### src/rtl/adc_cap_pkg.sv
package adc_cap_pkg;

    typedef enum logic [2:0] {
        ST_IDLE   = 3'd0,
        ST_SAMPLE = 3'd1,
        ST_NULL   = 3'd2,
        ST_DATA   = 3'd3,
        ST_TAIL   = 3'd4,
        ST_GAP    = 3'd5
    } cap_state_t;

    function automatic int unsigned cnt_width(input int unsigned max_val);
        return (max_val < 2) ? 1 : $clog2(max_val + 1);
    endfunction

endpackage

### src/rtl/adc_sclk_div.sv
module adc_sclk_div #(
    parameter int unsigned HALF_DIV = 9
) (
    input  logic clk,
    input  logic rst_n,
    input  logic run,
    output logic sclk,
    output logic rise_tick,
    output logic fall_tick
);
    localparam int unsigned CW = adc_cap_pkg::cnt_width(HALF_DIV);

    logic [CW-1:0] div_cnt;
    logic          expire;

    assign expire    = (div_cnt == CW'(HALF_DIV - 1));
    assign rise_tick = run && expire && !sclk;
    assign fall_tick = run && expire && sclk;

    always_ff @(posedge clk or negedge rst_n) begin
        if (!rst_n) begin
            div_cnt <= '0;
            sclk    <= 1'b0;
        end else if (!run) begin
            div_cnt <= '0;
            sclk    <= 1'b0;
        end else if (expire) begin
            div_cnt <= '0;
            sclk    <= ~sclk;
        end else begin
            div_cnt <= div_cnt + 1'b1;
        end
    end


    sclk_parks_low_chk: assert property (@(posedge clk) disable iff (!rst_n)
        !run |=> !sclk);


    sclk_edge_on_tick_chk: assert property (@(posedge clk) disable iff (!rst_n)
        rise_tick |=> sclk);

endmodule

### src/rtl/adc_frame_fsm.sv
module adc_frame_fsm #(
    parameter int unsigned SAMPLE_CLKS = 2,
    parameter int unsigned RES_BITS    = 10,
    parameter int unsigned GAP_CYCLES  = 18
) (
    input  logic clk,
    input  logic rst_n,
    input  logic start,
    input  logic rise_tick,
    input  logic fall_tick,
    output logic run,
    output logic cs_n,
    output logic busy,
    output logic shift_en,
    output logic latch
);
    import adc_cap_pkg::*;

    localparam int unsigned RMAX = (SAMPLE_CLKS > RES_BITS) ? SAMPLE_CLKS : RES_BITS;
    localparam int unsigned RCW  = cnt_width(RMAX);
    localparam int unsigned GCW  = cnt_width(GAP_CYCLES);

    cap_state_t     state_q, state_d;
    logic [RCW-1:0] edge_cnt;
    logic [GCW-1:0] gap_cnt;

    // next-state logic
    always_comb begin
        state_d = state_q;
        unique case (state_q)
            ST_IDLE:   if (start) state_d = ST_SAMPLE;
            ST_SAMPLE: if (rise_tick && edge_cnt == RCW'(SAMPLE_CLKS - 1)) state_d = ST_NULL;
            ST_NULL:   if (rise_tick) state_d = ST_DATA;
            ST_DATA:   if (rise_tick && edge_cnt == RCW'(RES_BITS - 1)) state_d = ST_TAIL;
            ST_TAIL:   if (fall_tick) state_d = ST_GAP;
            ST_GAP:    if (gap_cnt == GCW'(GAP_CYCLES - 1)) state_d = ST_IDLE;
            default:   state_d = ST_IDLE;
        endcase
    end

    // state register
    always_ff @(posedge clk or negedge rst_n) begin
        if (!rst_n) begin
            state_q <= ST_IDLE;
        end else begin
            state_q <= state_d;
        end
    end

    // per-state counters
    always_ff @(posedge clk or negedge rst_n) begin
        if (!rst_n) begin
            edge_cnt <= '0;
            gap_cnt  <= '0;
        end else begin
            if (state_d != state_q) begin
                edge_cnt <= '0;
            end else if (rise_tick) begin
                edge_cnt <= edge_cnt + 1'b1;
            end
            if (state_q == ST_GAP) begin
                gap_cnt <= gap_cnt + 1'b1;
            end else begin
                gap_cnt <= '0;
            end
        end
    end

    // outputs
    always_comb begin
        run      = 1'b0;
        busy     = 1'b1;
        shift_en = 1'b0;
        latch    = 1'b0;
        unique case (state_q)
            ST_IDLE:   busy = 1'b0;
            ST_SAMPLE: run = 1'b1;
            ST_NULL:   run = 1'b1;
            ST_DATA: begin
                run      = 1'b1;
                shift_en = rise_tick;
            end
            ST_TAIL: begin
                run   = 1'b1;
                latch = fall_tick;
            end
            ST_GAP:    run = 1'b0;
            default:   busy = 1'b0;
        endcase
        cs_n = !run;
    end


    start_taken_chk: assert property (@(posedge clk) disable iff (!rst_n)
        (state_q == ST_IDLE && start) |=> state_q == ST_SAMPLE);


    gap_refuses_start_chk: assert property (@(posedge clk) disable iff (!rst_n)
        (state_q == ST_GAP) |=> (state_q == ST_GAP || state_q == ST_IDLE));


    busy_no_restart_chk: assert property (@(posedge clk) disable iff (!rst_n)
        (busy && state_q != ST_GAP) |=> state_q != ST_IDLE);

endmodule

### src/rtl/adc_lane_shift.sv
module adc_lane_shift #(
    parameter int unsigned RES_BITS = 10,
    parameter int unsigned OUT_BITS = 8
) (
    input  logic                clk,
    input  logic                rst_n,
    input  logic                shift_en,
    input  logic                latch,
    input  logic                sdi,
    output logic [OUT_BITS-1:0] byte_q
);
    logic [RES_BITS-1:0] shreg;

    always_ff @(posedge clk or negedge rst_n) begin
        if (!rst_n) begin
            shreg  <= '0;
            byte_q <= '0;
        end else begin
            if (shift_en) begin
                shreg <= {shreg[RES_BITS-2:0], sdi};
            end
            if (latch) begin
                byte_q <= shreg[RES_BITS-1 -: OUT_BITS];
            end
        end
    end


    lane_hold_chk: assert property (@(posedge clk) disable iff (!rst_n)
        !latch |=> $stable(byte_q));

endmodule

### src/rtl/adc_capture_array.sv
module adc_capture_array #(
    parameter int unsigned LANES       = 16,
    parameter int unsigned RES_BITS    = 10,
    parameter int unsigned OUT_BITS    = 8,
    parameter int unsigned SAMPLE_CLKS = 2,
    parameter int unsigned HALF_DIV    = 9
) (
    input  logic                      clk,
    input  logic                      rst_n,
    input  logic                      start,
    input  logic [LANES-1:0]          sdata,
    output logic                      sclk,
    output logic                      cs_n,
    output logic                      busy,
    output logic                      valid,
    output logic [LANES*OUT_BITS-1:0] data_out
);
    localparam int unsigned GAP_CYCLES  = 2 * HALF_DIV;
    localparam int unsigned FRAME_EDGES = SAMPLE_CLKS + 1 + RES_BITS;

    logic run, rise_tick, fall_tick, shift_en, latch;

    adc_sclk_div #(.HALF_DIV(HALF_DIV)) u_div (
        .clk       (clk),
        .rst_n     (rst_n),
        .run       (run),
        .sclk      (sclk),
        .rise_tick (rise_tick),
        .fall_tick (fall_tick)
    );

    adc_frame_fsm #(
        .SAMPLE_CLKS (SAMPLE_CLKS),
        .RES_BITS    (RES_BITS),
        .GAP_CYCLES  (GAP_CYCLES)
    ) u_fsm (
        .clk       (clk),
        .rst_n     (rst_n),
        .start     (start),
        .rise_tick (rise_tick),
        .fall_tick (fall_tick),
        .run       (run),
        .cs_n      (cs_n),
        .busy      (busy),
        .shift_en  (shift_en),
        .latch     (latch)
    );

    for (genvar g = 0; g < LANES; g++) begin : g_lane
        adc_lane_shift #(.RES_BITS(RES_BITS), .OUT_BITS(OUT_BITS)) u_lane (
            .clk      (clk),
            .rst_n    (rst_n),
            .shift_en (shift_en),
            .latch    (latch),
            .sdi      (sdata[g]),
            .byte_q   (data_out[g*OUT_BITS +: OUT_BITS])
        );
    end

    always_ff @(posedge clk or negedge rst_n) begin
        if (!rst_n) begin
            valid <= 1'b0;
        end else begin
            valid <= latch;
        end
    end

    // ---------------- checks on the assembled block ----------------
    logic [15:0] hi_len, cs_hi_len;
    logic [7:0]  frame_edges;
    logic        framed_once;

    always_ff @(posedge clk or negedge rst_n) begin
        if (!rst_n) begin
            hi_len      <= '0;
            cs_hi_len   <= '0;
            frame_edges <= '0;
            framed_once <= 1'b0;
        end else begin
            hi_len <= sclk ? ((hi_len == 16'hFFFF) ? hi_len : hi_len + 1'b1) : '0;
            cs_hi_len <= cs_n ? ((cs_hi_len == 16'hFFFF) ? cs_hi_len : cs_hi_len + 1'b1) : '0;
            if (cs_n) begin
                frame_edges <= '0;
            end else if (rise_tick) begin
                frame_edges <= frame_edges + 1'b1;
            end
            if (!cs_n) framed_once <= 1'b1;
        end
    end


    sclk_high_phase_chk: assert property (@(posedge clk) disable iff (!rst_n)
        $fell(sclk) |-> hi_len == 16'(HALF_DIV));


    sclk_quiet_when_deselected_chk: assert property (@(posedge clk) disable iff (!rst_n)
        cs_n |-> !sclk);


    frame_edge_count_chk: assert property (@(posedge clk) disable iff (!rst_n)
        $rose(cs_n) |-> frame_edges == 8'(FRAME_EDGES));


    select_gap_chk: assert property (@(posedge clk) disable iff (!rst_n)
        ($fell(cs_n) && framed_once) |-> cs_hi_len >= 16'(GAP_CYCLES + 1));


    valid_single_chk: assert property (@(posedge clk) disable iff (!rst_n)
        valid |=> !valid);


    valid_while_busy_chk: assert property (@(posedge clk) disable iff (!rst_n)
        valid |-> busy);

endmodule

### config.mk
export PLATFORM = sky130hd
export DESIGN_NAME = adc_capture_array
export DESIGN_NICKNAME = d
export VERILOG_FILES = /design/src/rtl/adc_cap_pkg.sv /design/src/rtl/adc_sclk_div.sv /design/src/rtl/adc_frame_fsm.sv /design/src/rtl/adc_lane_shift.sv /design/src/rtl/adc_capture_array.sv
export SDC_FILE = /design/constraint.sdc
export NUM_CORES = 1
export LEC_CHECK = 0
export BUFFER_PORTS_ARGS = -buffer_cell sky130_fd_sc_hd__buf_2
export CAP_MARGIN = 20
export CORE_UTILIZATION = 35
export CTS_BUF_LIST = sky130_fd_sc_hd__clkbuf_16
export CTS_CLUSTER_DIAMETER = 30
export DETAILED_ROUTE_END_ITERATION = 10
export MAX_ROUTING_LAYER = met4
export SYNTH_ARGS = -nofsm -noshare
export SYNTH_HDL_FRONTEND = slang
export SYNTH_HIERARCHICAL = 1
export SYNTH_SLANG_ARGS = --single-unit
### constraint.sdc
create_clock -name clk -period 2.8 [get_ports clk]
set_input_delay 0.14 -clock clk [delete_from_list [all_inputs] [get_ports clk]]
set_output_delay 0.14 -clock clk [all_outputs]
set_load 0.005 [all_outputs]
Yosys cells after proc, flatten, opt, wreduce, memory -nomap -nowiden
Index checks and enable logic that the tools add are counted.
Word-level totals
  output and inout bits: 132
  flip-flop bits (word level): 306
  input port bits: 19
  logic and storage cells: 82
Cells by class
  bitwise operators: 1
  reductions and logical operators: 11
  equality and inequality tests: 11
  add/subtract/negate cells: 3
  mux-type cells: 18
Operator list (count)
  3-bit two-way mux: 6
  3-bit case mux with 6 select lines: 1
  4-bit two-way mux: 4
  4-bit by 1-bit adder with 4-bit output (second input constant): 2
  4-bit equality test (second input constant): 2
  3-bit by 2-bit equality test with 1-bit output (second input constant): 2
  3-bit equality test (second input constant): 2
  1-bit two-way mux: 6
  5-bit by 1-bit adder with 5-bit output (second input constant): 1
  5-bit equality test (second input constant): 1
  1-bit logical AND: 5
  5-bit two-way mux: 1
  5-bit OR reduction: 1
  4-bit by 1-bit equality test with 1-bit output (second input constant): 1
  4-bit OR reduction: 1
  3-bit by 1-bit equality test with 1-bit output (second input constant): 1
  3-bit zero test: 1
  3-bit inequality test: 1
  1-bit zero test: 2
  2-bit inequality test (second input constant): 1
  2-bit nonzero test: 1
  1-bit inverter: 1

Logic depth before layout (Yosys ltp)
  depth in word-level cells: 10
  gate-level depth with buffers: 10
  depth with buffers taken out: 9

Modules after synthesis
The synthesis kept the hierarchy.
By module, submodules not included
  adc_lane_shift: cells each 38, area an instance 743.2 µm², sequential area each 450.4 µm², times used 16
  adc_frame_fsm: cells each 83, area an instance 828.3 µm², sequential area each 300.3 µm², times used 1
  adc_sclk_div: cells each 25, area an instance 267.8 µm², sequential area each 125.1 µm², times used 1
  adc_capture_array: cells each 1, area an instance 25.0 µm², sequential area each 25.0 µm², times used 1

Least setup slack after synthesis
No wires, ideal clock.
  path kind: register to register
  start point: register u_fsm.state_q[2]
  end point: register g_lane[0].u_lane.shreg[0]
  slack: 0.326 ns
  cell stages (with the launch flop): 9
  setup time: 0.125 ns
  data arrival time: 2.349 ns
  path buffers: 3
  required time: 2.675 ns
  period minus slack after synthesis: 2.474 ns
  cells stage by stage: dfrtp_1 buf_4 xnor2_1 nand2_1 nor2_1 buf_6 and2_1 buf_6 mux2_4
On the way
  longest elaborated chain between the ends: 6
  elaborated cells between the ends (all ways): 9
  those cells by class: eq/ne: 4; mux: 2; reduce/logical: 3
Ends and longest elaborated chain
  start: declaration: line adc_frame_fsm.sv:23  | cap_state_t state_q, state_d;
  start signal: assignment: line adc_frame_fsm.sv:46  | state_q <= state_d;
  3-bit by 1-bit equality test with 1-bit output (tied with other cells): line adc_frame_fsm.sv:75  | unique case (state_q)
  4-bit OR reduction (no line) (*)
  1-bit two-way mux (*): line adc_frame_fsm.sv:75
  named net run: line adc_capture_array.sv:21  | logic run, rise_tick, fall_tick, shift_en, latch;
  1-bit logical AND (*) (2 in series): line adc_sclk_div.sv:17  | assign rise_tick = run && expire && !sclk;
  named net rise_tick: line adc_capture_array.sv:21
  1-bit two-way mux (*): line adc_frame_fsm.sv:75
  named net shift_en: line adc_capture_array.sv:21
  end signal: assignment: line adc_lane_shift.sv:20  | shreg <= {shreg[RES_BITS-2:0], sdi};
  end: declaration: line adc_lane_shift.sv:12  | logic [RES_BITS-1:0] shreg;
The timed path passes the listed nets; every way through them passes the cells marked *.
A chain may end at the register's enable or synchronous reset.

Worst setup path after layout
  start point: register u_fsm.state_q[1]
  end point: register g_lane[4].u_lane.shreg[0]
On the way
  longest elaborated chain between the ends: 6
  elaborated cells between the ends (all ways): 9
  those cells by class: eq/ne: 4; mux: 2; reduce/logical: 3
Ends and longest elaborated chain (line)
  3-bit by 1-bit equality test with 1-bit output (tied with other cells): adc_frame_fsm.sv:75
  4-bit OR reduction (no line) (*)
  1-bit two-way mux (*): adc_frame_fsm.sv:75
  named net run: adc_capture_array.sv:21
  1-bit logical AND (*) (2 in series): adc_sclk_div.sv:17
  named net rise_tick: adc_capture_array.sv:21
  1-bit two-way mux (*): adc_frame_fsm.sv:75
  named net shift_en: adc_capture_array.sv:21
  end signal: assignment: adc_lane_shift.sv:20
  end: declaration: adc_lane_shift.sv:12
Marked as above.

==> results_dict.tcl <==
set metrics [dict create \
    cp_slowest_cell "dfrtp_1" \
    routed_wl_mm 24.0 \
    slew_headroom_pct 60.8 \
    max_freq_ghz 0.440 \
    grt_pass1_wl_mm 39.7 \
    combPwrFrac_pct 4.5 \
    ir_drop_mv 0.470 \
    synth_compound_area_share_pct 1.40 \
    htree_levels 3 \
    max_stage_delay_ps 540 \
    synth_top_family_by_area "multiplexers" \
    hpwl_mm 14.6 \
    clkSlewWorstSetupHoldPaths_ps 40 \
    worst_ep_required_time_ps 3230 \
    yosysTopAreaCell "dfrtp_1" \
    io_buffers 150 \
    drv_cap 0 \
    fin_skew_ps 19.3 \
    switching_share_pct 21.6 \
    rows 70 \
    synth_edf_count 0 \
    ys.flop_type "dfrtp_1" \
    die_h_um 195 \
    p_sw_w 0.00292 \
    globalplace.congestion 0.761 \
    setup-violations-final 0 \
    clockBufferDepth 3 \
    grt_overflow 0 \
    die_w_um 195 \
    grt_start_max_net_pins 89 \
    power.density_mw_per_mm2 798 \
    maxSlewViolCount 0 \
    drt-initial-drc-count 293 \
    hold_violations 0 \
    seq_area_frac_synth_pct 58.8 \
    arrival_ps 2700 \
    fill_cells 3181 \
    path_max_fanout 28 \
    synthTopCellsByCount "306 x dfrtp_1, 288 x mux2_4, 34 x buf_6, 10 x nor2_1, 9 x inv_1" \
    num_antenna_cells 0 \
    via_per_inst 4.48 \
    syn_to_final_growth_pct 30.2 \
    fin_crit_ps 2270 \
    async_reset_ff_share_pct 100 \
    critPathKind "reg -> reg" \
    syn_avg_cell_area_um2 18.1 \
    synth_fa_ha_area_share_pct 0.673 \
    grt_usage_pct 13.5 \
    clkLatencyLatePin_ps 560 \
    pin_count 151 \
    cts.sink_count 306 \
    cts_tree "built" \
    worst_pin_slew_ps 588 \
    antenna_found_initial 0 \
    rsz0062_at_grt "false" \
    yosysTopAreaCellShare_pct 58.8 \
    yosys-top-cells-area "dfrtp_1 59%, mux2_4 33%, buf_6 2.9%" \
    power_leakage_nw 8.57 \
    routedWlPerCell_um 16.3 \
    synth-seq-cells 306 \
    synthSimpleGateAreaFrac_pct 1.66 \
    drc 0 \
    hold_class "in -> reg" \
    cts-resized-gates 0 \
    drive_above_1_share_pct 58.0 \
    synth_area_mm2 0.0130 \
    p_total_w 0.0135 \
    dieArea_mm2 0.0380 \
    ys_types 38 \
    p_clk_share_pct 60.5 \
    startpoint_type "flop" \
    p_seq_share_pct 35.0 \
    cts_root_buf "clkbuf_16" \
    syn_nets 743 \
    core_mm2 0.0366 \
    yosys.area_share.xor_xnor_pct 0.606 \
    vias 6597 \
    netlist_instances 717 \
    cp_common_cell "nor2_1" \
    status "completed" \
    nNetsFinal 974 \
    cp_cell_sequence "nor2_1 > xnor2_1 > nand2_1 > nor2_1 > and2_4 > buf_12 > mux2_4" \
    yosysWarnings 6 \
    synthMuxAreaShare_pct 33.5 \
    fin_crit_sh_pct 81.2 \
    start_util_pct 35.5 \
    endpoint_kind "flop" \
    yosysMostFrequentCell "dfrtp_1" \
    cts_made_buffers 75 \
    drtPass1Iterations 4 \
    drt.antenna.violating_nets 0 \
    internal_power_w 0.0106 \
    finalSetupTns_ps 0 \
    first_global_vias 7220 \
]
[registers in the layout, summed over array words and instances, names as in the netlist]
name                  cells
u_div/sclk                1
u_fsm/state_q             3
g_lane.u_lane/byte_q    128
valid                     1
u_div/div_cnt             4
u_fsm/gap_cnt             5
u_fsm/edge_cnt            4
g_lane.u_lane/shreg     160
[worst paths after layout]
check	start	endpoint	slack (ps)	cells after the start
min in group asynchronous	rst_n	g_lane[7].u_lane/byte_q[0]	160	2
setup / recovery	u_fsm/state_q[1]	g_lane[4].u_lane/shreg[0]	530	7
hold / removal	start	u_fsm/state_q[0]	140	4
hold reg to reg	u_div/div_cnt[0]	u_div/div_cnt[0]	490	1
setup reg to reg	u_fsm/state_q[1]	g_lane[4].u_lane/shreg[0]	530	7
max in group asynchronous	rst_n	g_lane[14].u_lane/shreg[3]	1710	3
[layout make-up]
| type | count | area, um^2 | share of cell area, % |
|---|---|---|---|
| clock buffer | 79 | 1980 | 11.7 |
| multi-input combinational | 365 | 4930 | 29.1 |
| sequential | 306 | 7660 | 45.2 |
| tap | 468 | 586 | 3.46 |
| clock inverter | 53 | 459 | 2.71 |
| timing repair buffer | 191 | 1300 | 7.67 |
| inverter | 9 | 33.8 | 0.199 |
[per-stage QoR]
step,util (%),hold WS (ps),area (um^2),std cells,worst slack [ps]
4_1_cts,46.3,114,16900,1471,519
2_1_floorplan,-,-156,13000,717,326
6_report,46.3,137,16900,1471,526
5_1_grt,46.3,150,16900,1471,334
3_5_place_dp,39.2,167,14300,1322,531
3_3_place_gp,39.2,166,14300,1322,571
[power by group through the flow]
stage	sequential, W	combinational [W]	clock, W
4_1_cts	0.00473	0.000628	0.00841
3_5_place_dp	0.00480	0.000603	0
5_1_grt	0.00475	0.000681	0.00864
3_3_place_gp	0.00479	0.000585	0
2_1_floorplan	0.00474	0.000442	0
6_report	0.00473	0.000613	0.00818
[cells in the final DEF (no fill, tap or decap), types with 3 or more instances in the layout]
cell type / synthesis / layout
clkinv_4: 0 / 4
nor2_1: 10 / 10
buf_2: 2 / 149
o2111ai_1: 4 / 4
clkinv_1: 0 / 9
clkinv_2: 0 / 9
bufinv_16: 0 / 7
buf_4: 1 / 9
mux2_4: 288 / 288
clkbuf_16: 0 / 79
nor3b_1: 3 / 3
inv_1: 9 / 22
xor2_1: 4 / 4
buf_12: 0 / 15
ha_1: 7 / 7
a21oi_1: 7 / 7
dfrtp_1: 306 / 306
inv_6: 0 / 3
and2_1: 4 / 3
dlygate4sd3_1: 0 / 17
clkinvlp_4: 0 / 8
nand2_1: 4 / 4
xnor2_1: 5 / 5
[per-layer routing]
layer | global-route usage [%] | part of all wire, % | vias to the layer above
met1 | 17.9 | 48 | 3373
li1 | - | - | 3022
met5 | - | 0 | -
met2 | 18.6 | 44 | 156
met3 | 4.39 | 5.7 | 46
met4 | 6.10 | 2.3 | 0
[what timing repair did]
action                    4_1_cts  5_1_grt
hold endpoints to repair       86        0
buffers inserted                0        0
hold buffers                   17        0
[critical path, delay by kind of cell (launching register included)]
family	cells	cell delay [ps]
xor gates and xnor gates	1	230
and+or+nand+nor	4	750
buffers and inverters	1	290
muxes	1	330
DFF	1	540
[cell families (layout without fill, tap and decap cells)]
logic type      count (synthesis)  count (layout)
flops                         306             306
mux                           291             291
buf+inv                        46             332
simple gates                   36              36
compound gates                 22              22
xor+xnor                        9               9
fa+ha+maj                       7               7
Power figures use the tool's default switching activity.
